[config.mk]
export PLATFORM = sky130hd
export DESIGN_NAME = seq_lock
export DESIGN_NICKNAME = d
export VERILOG_FILES = /design/src/rtl/seq_lock_pkg.sv /design/src/rtl/seq_lock_next.sv /design/src/rtl/seq_lock_reg.sv /design/src/rtl/seq_lock_decode.sv /design/src/rtl/seq_lock.sv
export SDC_FILE = /design/constraint.sdc
export NUM_CORES = 1
export LEC_CHECK = 0
export BUFFER_PORTS_ARGS = -buffer_cell sky130_fd_sc_hd__buf_4
export CAP_MARGIN = 0
export CORE_AREA = 2 2 39 41
export DETAILED_ROUTE_END_ITERATION = 8
export DIE_AREA = 0 0 41 43
export GPL_ROUTABILITY_DRIVEN = 0
export HOLD_SLACK_MARGIN = 0.02
export SYNTH_ARGS = -nofsm -noshare
export SYNTH_HDL_FRONTEND = slang
export SYNTH_SLANG_ARGS = --single-unit
export TNS_END_PERCENT = 5
[constraint.sdc]
create_clock -name clk_i -period 4.6 [get_ports clk_i]
set_input_delay 0.23 -clock clk_i [delete_from_list [all_inputs] [get_ports clk_i]]
set_output_delay 0.23 -clock clk_i [all_outputs]
set_load 0.05 [all_outputs]
[src/rtl/seq_lock_pkg.sv]
package seq_lock_pkg;
  parameter int BTN_W   = 2;
  parameter int STATE_W = 3;

  typedef enum logic [BTN_W-1:0] {
    KEY0 = 2'd0,
    KEY1 = 2'd1,
    KEY2 = 2'd2,
    KEY3 = 2'd3
  } lock_btn_e;

  typedef enum logic [STATE_W-1:0] {
    ST_IDLE = 3'd0,
    ST_GOT1 = 3'd1,
    ST_GOT2 = 3'd2,
    ST_GOT3 = 3'd3,
    ST_OPEN = 3'd4
  } lock_state_e;

  // Button expected to advance from a given step (unused in OPEN)
  function automatic lock_btn_e lock_want(input lock_state_e cur);
    case (cur)
      ST_IDLE: lock_want = KEY3;
      ST_GOT1: lock_want = KEY1;
      ST_GOT2: lock_want = KEY2;
      ST_GOT3: lock_want = KEY0;
      default: lock_want = KEY3;
    endcase
  endfunction

  function automatic logic lock_legal(input logic [STATE_W-1:0] s);
    lock_legal = (s <= ST_OPEN);
  endfunction

  // Full step rule: restart on KEY3, advance on the wanted key,
  // otherwise fall back to idle; unused codes fall back to idle.
  function automatic lock_state_e lock_step(input lock_state_e cur,
                                            input lock_btn_e   b);
    if (!lock_legal(cur)) begin
      lock_step = ST_IDLE;
    end else if (b == KEY3) begin
      lock_step = ST_GOT1;
    end else if (cur != ST_OPEN && b == lock_want(cur)) begin
      lock_step = lock_state_e'(cur + 3'd1);
    end else begin
      lock_step = ST_IDLE;
    end
  endfunction
endpackage

[src/rtl/seq_lock_next.sv]
module seq_lock_next
  import seq_lock_pkg::*;
(
  input  lock_state_e cur_i,
  input  lock_btn_e   btn_i,
  output lock_state_e nxt_o,
  output logic        restart_o,
  output logic        advance_o
);
  logic legal;

  always_comb begin
    legal     = lock_legal(cur_i);
    restart_o = legal && (btn_i == KEY3);
    advance_o = legal && !restart_o && (cur_i != ST_OPEN) &&
                (btn_i == lock_want(cur_i));
    nxt_o     = lock_step(cur_i, btn_i);
  end
endmodule

[src/rtl/seq_lock_reg.sv]
module seq_lock_reg
  import seq_lock_pkg::*;
(
  input  logic        clk_i,
  input  logic        rst_i,
  input  lock_state_e nxt_i,
  output lock_state_e cur_o
);
  always_ff @(posedge clk_i) begin
    if (rst_i) cur_o <= ST_IDLE;
    else       cur_o <= nxt_i;
  end
endmodule

[src/rtl/seq_lock_decode.sv]
module seq_lock_decode
  import seq_lock_pkg::*;
(
  input  lock_state_e cur_i,
  output logic        open_o
);
  assign open_o = (cur_i == ST_OPEN);
endmodule

[src/rtl/seq_lock.sv]
module seq_lock
  import seq_lock_pkg::*;
(
  input  logic               clk_i,
  input  logic               rst_i,
  input  logic [BTN_W-1:0]   btn_i,
  output logic [STATE_W-1:0] state_o,
  output logic               unlock_o
);
  lock_btn_e   btn;
  lock_state_e cur_q;
  lock_state_e nxt;
  logic        restart_hit;
  logic        advance_hit;

  assign btn = lock_btn_e'(btn_i);

  seq_lock_next u_next (
    .cur_i     (cur_q),
    .btn_i     (btn),
    .nxt_o     (nxt),
    .restart_o (restart_hit),
    .advance_o (advance_hit)
  );

  seq_lock_reg u_reg (
    .clk_i (clk_i),
    .rst_i (rst_i),
    .nxt_i (nxt),
    .cur_o (cur_q)
  );

  seq_lock_decode u_dec (
    .cur_i  (cur_q),
    .open_o (unlock_o)
  );

  assign state_o = cur_q;
endmodule

# Yosys cells after proc, flatten, opt, wreduce, memory -nomap -nowiden
# Cells that the tools add are included.
[op_classes]
n_addsub = 1
n_mul = 0
n_div = 0
n_lt_le_gt_ge = 1
n_eq_ne = 7
shift = 0
mux = 5
n_bitwise = 2
n_reduce_logical = 3
[ops]
columns = ["operator", "count"]
rows = [
  ["equality test 3 x 2 -> 1 bit, second input constant", 2],
  ["case mux 2 bit (3 select lines)", 1],
  ["two-way mux 2 bit", 2],
  ["OR reduction 4 bit", 1],
  ["adder 3 x 1 -> 3 bit, second input constant", 1],
  ["equality test 3 x 1 -> 1 bit, second input constant", 1],
  ["equality test 3 bit, second input constant", 1],
  ["<= comparator 3 bit, second input constant", 1],
  ["inequality test 3 bit, second input constant", 1],
  ["equality test 2 bit", 1],
  ["equality test 2 bit, second input constant", 1],
  ["two-way mux 1 bit", 2],
  ["NOT 1 bit", 2],
  ["OR reduction 2 bit", 1],
  ["logical AND 1 bit", 1],
]
[word_totals]
regBits = 3
latch_bits = 0
ramBits = 0
rom_bits = 0
input_bits = 4
output_inout_bits = 4
elab_cells = 21
n_memories = 0

# Longest topological paths before layout
[logic_depth]
word_depth = 8
mapped_depth = 5
mapped_depth_nobuf = 5

# Modules after synthesis
# Synthesis repeated with hierarchy kept, for this count alone.
[hier_totals]
hier_cells = 30
hier_area_um2 = 266.5
[modules_own_cells]
columns = ["mod", "n_inst", "cells_per_inst", "area_each_um2", "seq_area_each_um2"]
rows = [
  ["seq_lock_next", 1, 23, 175.2, 0.0],
  ["seq_lock_reg", 1, 6, 78.8, 60.1],
  ["seq_lock_decode", 1, 1, 12.5, 0.0],
]

# Least setup slack after synthesis
# Ideal clock, no wire load.
[synth_path]
path_type = "reg-to-reg"
from = "register u_reg.cur_o[0]"
to = "register u_reg.cur_o[2]"
setup_time_ns = 0.086
t_arrival_ns = 1.734
required_ns = 4.514
path_slack_ns = 2.781
path_stages_with_launch = 5
path_buffers = 0
period_less_slack_ns = 1.819
path_cell_list = "dfxtp_1 ha_1 ha_1 or3_2 a211oi_1"
[synth_between]
elab_chain_len = 8
elab_cells_between_ends = 14
classes_between = "1 x add/sub; 1 x order compare; 5 x eq/ne; 3 x mux; 2 x bitwise; 2 x reduce/logical"
[synth_rtl]
columns = ["item", "line_no", "rtl"]
rows = [
  ["from (decl)", "seq_lock_reg.sv:7", "output lock_state_e cur_o"],
  ["from (signal assigned)", "seq_lock_reg.sv:11", "else cur_o <= nxt_i;"],
  ["equality test 3 x 2 -> 1 bit or equality test 3 x 1 -> 1 bit (tied branches)", "seq_lock_pkg.sv:22", "case (cur)"],
  ["case mux 2 bit (3 select lines)", "seq_lock_pkg.sv:22", ""],
  ["two-way mux 2 bit", "seq_lock_pkg.sv:41", "end else if (b == KEY3) begin"],
  ["two-way mux 2 bit", "seq_lock_pkg.sv:39", "if (!lock_legal(cur)) begin"],
  ["equality test 2 bit", "seq_lock_pkg.sv:43", "end else if (cur != ST_OPEN && b == lock_want(cur)) begin"],
  ["logical AND 1 bit", "seq_lock_pkg.sv:43", ""],
  ["NOT 1 bit (no source line)", "n/a", ""],
  ["OR reduction 4 bit (no source line)", "n/a", ""],
]
# Parallel ways exist; a longest one is shown, timed or not. The select of a mux whose other input is x is not followed.
# A chain may end at the register's enable or synchronous reset.

# Final worst setup path
# Same ends and word-level chain as after synthesis.

==> impl_metrics.py <==
metrics = {
    "clock_network": {
        "post_cts_resized": 0,
        "cts_buffers": 3,
        "cts_buffer_depth": 2,
        "path_clk_slew_ns": 0.03,
        "cts_sinks": 3,
        "postCtsSetupRepairBufs": 0,
        "htreeDepth": 1,
        "ctsRootBufferMaster": "clkbuf_4",
        "clock_latency_ns": 0.23,
        "cts_hold_buf": 0,
        "cts_tree": "built",
    },
    "sta": {
        "setup_tns_ns": 0,
        "hold_viol": 0,
        "fin_skew_ns": 0.00280,
        "relSlewSlack_pct": 83.7,
        "post-route-min-period_ns": 1.57,
        "fmax_ghz": 0.638,
        "slew_viol_final": 0,
        "grt_setup_unrepaired": "no",
        "worst_pin_slew_ns": 0.244,
        "setup_violations": 0,
        "finalCritPeriodShare_pct": 34.1,
    },
    "outcome": {
        "status": "completed",
    },
    "logic_synthesis": {
        "synth-xor-area-share_pct": 0,
        "syn_area_per_cell_um2": 9.07,
        "synth_compound_area_share_pct": 20.7,
        "synth_cells": 28,
        "synth_area_um2": 254,
        "synthMuxAreaShare_pct": 3.94,
        "synthAdderAreaFrac_pct": 24.6,
        "yosysWarnings": 0,
        "synth-seq-area-share_pct": 23.6,
        "synth_nets": 37,
        "ys_types": 18,
        "synth-simple-area-share_pct": 20.7,
        "synth_top_family_by_area": "adder cells",
        "synth_seq_cells": 3,
    },
    "worst_setup_path": {
        "cp_max_fo": 6,
        "endpoint_kind": "register",
        "worst_path_largest_cell_delay_ns": 0.46,
        "arrival_ns": 1.70,
        "critical_path_class": "register to register",
        "crit_buf_inv": 0,
        "cpMostUsedCell": "ha_1",
        "setup.worst_path.start_class": "register",
        "cp_top_family": "adder cells",
        "crit_slowest_cell": "or3_2",
        "crit_required_ns": 4.73,
        "crit_chain": "ha_1, ha_1, or3_2, a211oi_1",
    },
    "global_routing": {
        "antenna_found_initial": 0,
        "first_global_vias": 236,
        "grt.overflow.total": 0,
        "grt_pass1_wl_um": 897,
        "grt_usage_pct": 7.82,
        "grt_max_degree": 9,
    },
    "routing": {
        "top_layer": "met3",
        "wl_per_cell_um": 9.91,
        "ant_nets": 0,
        "vias": 230,
        "routed-wl-met2_um": 274,
        "drc_errors": 0,
        "wl_met3_um": 44,
        "first_pass_iters": 1,
        "drt-met1-wl_um": 226,
        "drtIter0Drc": 0,
        "post_drt_via_cell_ratio": 4.18,
        "wirelength_um": 545,
    },
    "placement": {
        "dpl.hpwl_um": 468,
        "dpl_cell_area_um2": 327,
        "port_buffers": 7,
    },
    "pwr": {
        "peakVddDrop_mv": 0.0801,
        "powerDensity_nw_per_um2": 231,
        "leakage_nw": 0.147,
    },
    "finish": {
        "area_delta_synth_final_pct": 38.9,
        "final_common_cell": "buf_4",
        "antennaDiodeCount": 0,
        "reg_top3": "u_reg.cur_o: 3 flops",
        "final_cell_area_um2": 353,
        "largest_reg_flops": 3,
        "final_nets": 49,
        "drive_above_1_share_pct": 38.5,
        "top_register": "u_reg.cur_o",
        "fin_util_pct": 25.5,
        "fillers": 156,
        "final_cell_mix": "7 x buf_4, 5 x ha_1, 3 x nor2_1, 3 x clkbuf_4, 3 x dfxtp_1",
    },
    "floorplanning": {
        "initial_core_util_pct": 18.4,
        "die_width_um": 41,
        "core_area_um2": 1380,
        "row_count": 14,
        "dieArea_um2": 1760,
        "die_y_um": 43,
        "io_pins": 8,
    },
    "flow_run": {
        "max-cap-violations": 0,
    },
    "worst_hold_path": {
        "hp-class": "input port to register",
    },
}
-- metrics by stage --
stage	hold slack, ns	total power [mW]	std cells	setup slack (ns)
floorplan	0.299	0.0329	28	2.78
global placement	0.409	0.0375	51	3.03
detailed placement	0.418	0.0378	51	3.04
CTS	0.171	0.0845	55	3.02
global route	0.169	0.0877	55	2.90
finish	0.176	0.0815	55	3.03
-- kinds of logic (layout without fill, tap and decap cells) --
family,after synthesis,in the layout
AO/OA/AOI/OAI,7,7
adder cells (fa/ha/maj),5,5
buffers and inverters,4,15
flip-flops,3,3
multiplexers,1,1
AND/OR/NAND/NOR,8,8
-- cells in the mapped netlist --
library cell / count / area share, %
inv_1: 2 / 3.0
a31oi_1: 1 / 2.5
o2111ai_1: 1 / 3.4
nor2_1: 3 / 4.4
o211ai_1: 1 / 3.0
and2_2: 1 / 3.0
clkinvlp_2: 1 / 2.0
a211oi_1: 2 / 5.9
nand2b_4: 1 / 5.4
inv_2: 1 / 1.5
and3b_1: 1 / 3.4
dfxtp_1: 3 / 24
ha_1: 5 / 25
or3_2: 1 / 3.0
nand2_1: 1 / 1.5
a221o_1: 1 / 3.9
a21oi_1: 1 / 2.0
mux2i_1: 1 / 3.9
-- worst register-to-register path, cell delays in order (launching register included) --
cell and delay, ns:
dfxtp_1 0.34, ha_1 0.22, ha_1 0.26, or3_2 0.46, a211oi_1 0.19
-- path summary, 6_finish.rpt --
kind / start / end / slack (ns) / depth (start not counted)
hold / removal: rst_i / u_reg.cur_o[0] / 0.18 / 2
setup / recovery: u_reg.cur_o[0] / u_reg.cur_o[2] / 3.03 / 4
setup reg to reg: u_reg.cur_o[0] / u_reg.cur_o[2] / 3.03 / 4
hold reg to reg: u_reg.cur_o[0] / u_reg.cur_o[1] / 0.66 / 2
-- layout make-up --
| class | instances | area (um2) | share of cell area, % |
|---|---|---|---|
| clock buffer | 4 | 26.3 | 7.45 |
| inverter | 4 | 16.3 | 4.61 |
| multi-input combinational | 21 | 178 | 50.4 |
| sequential | 3 | 60.1 | 17.0 |
| tap | 16 | 20.0 | 5.67 |
| timing repair buffer | 7 | 52.6 | 14.9 |
-- per-layer routing --
| layer | GRT usage [%] | up-vias |
|---|---|---|
| met5 | 0 | - |
| met3 | 3.14 | 0 |
| met1 | 8.65 | 102 |
| met4 | 6.00 | 0 |
| li1 | - | 122 |
| met2 | 11.3 | 6 |
-- report_power, final --
| group | internal, mW | switching [mW] | leakage, nW |
|---|---|---|---|
| clock network | 0.0324 | 0.0118 | 0.0150 |
| logic | 0.00433 | 0.00577 | 0.108 |
| registers | 0.0266 | 0.000607 | 0.0243 |
| total | 0.0633 | 0.0181 | 0.147 |
Power figures use the tool's default switching activity.
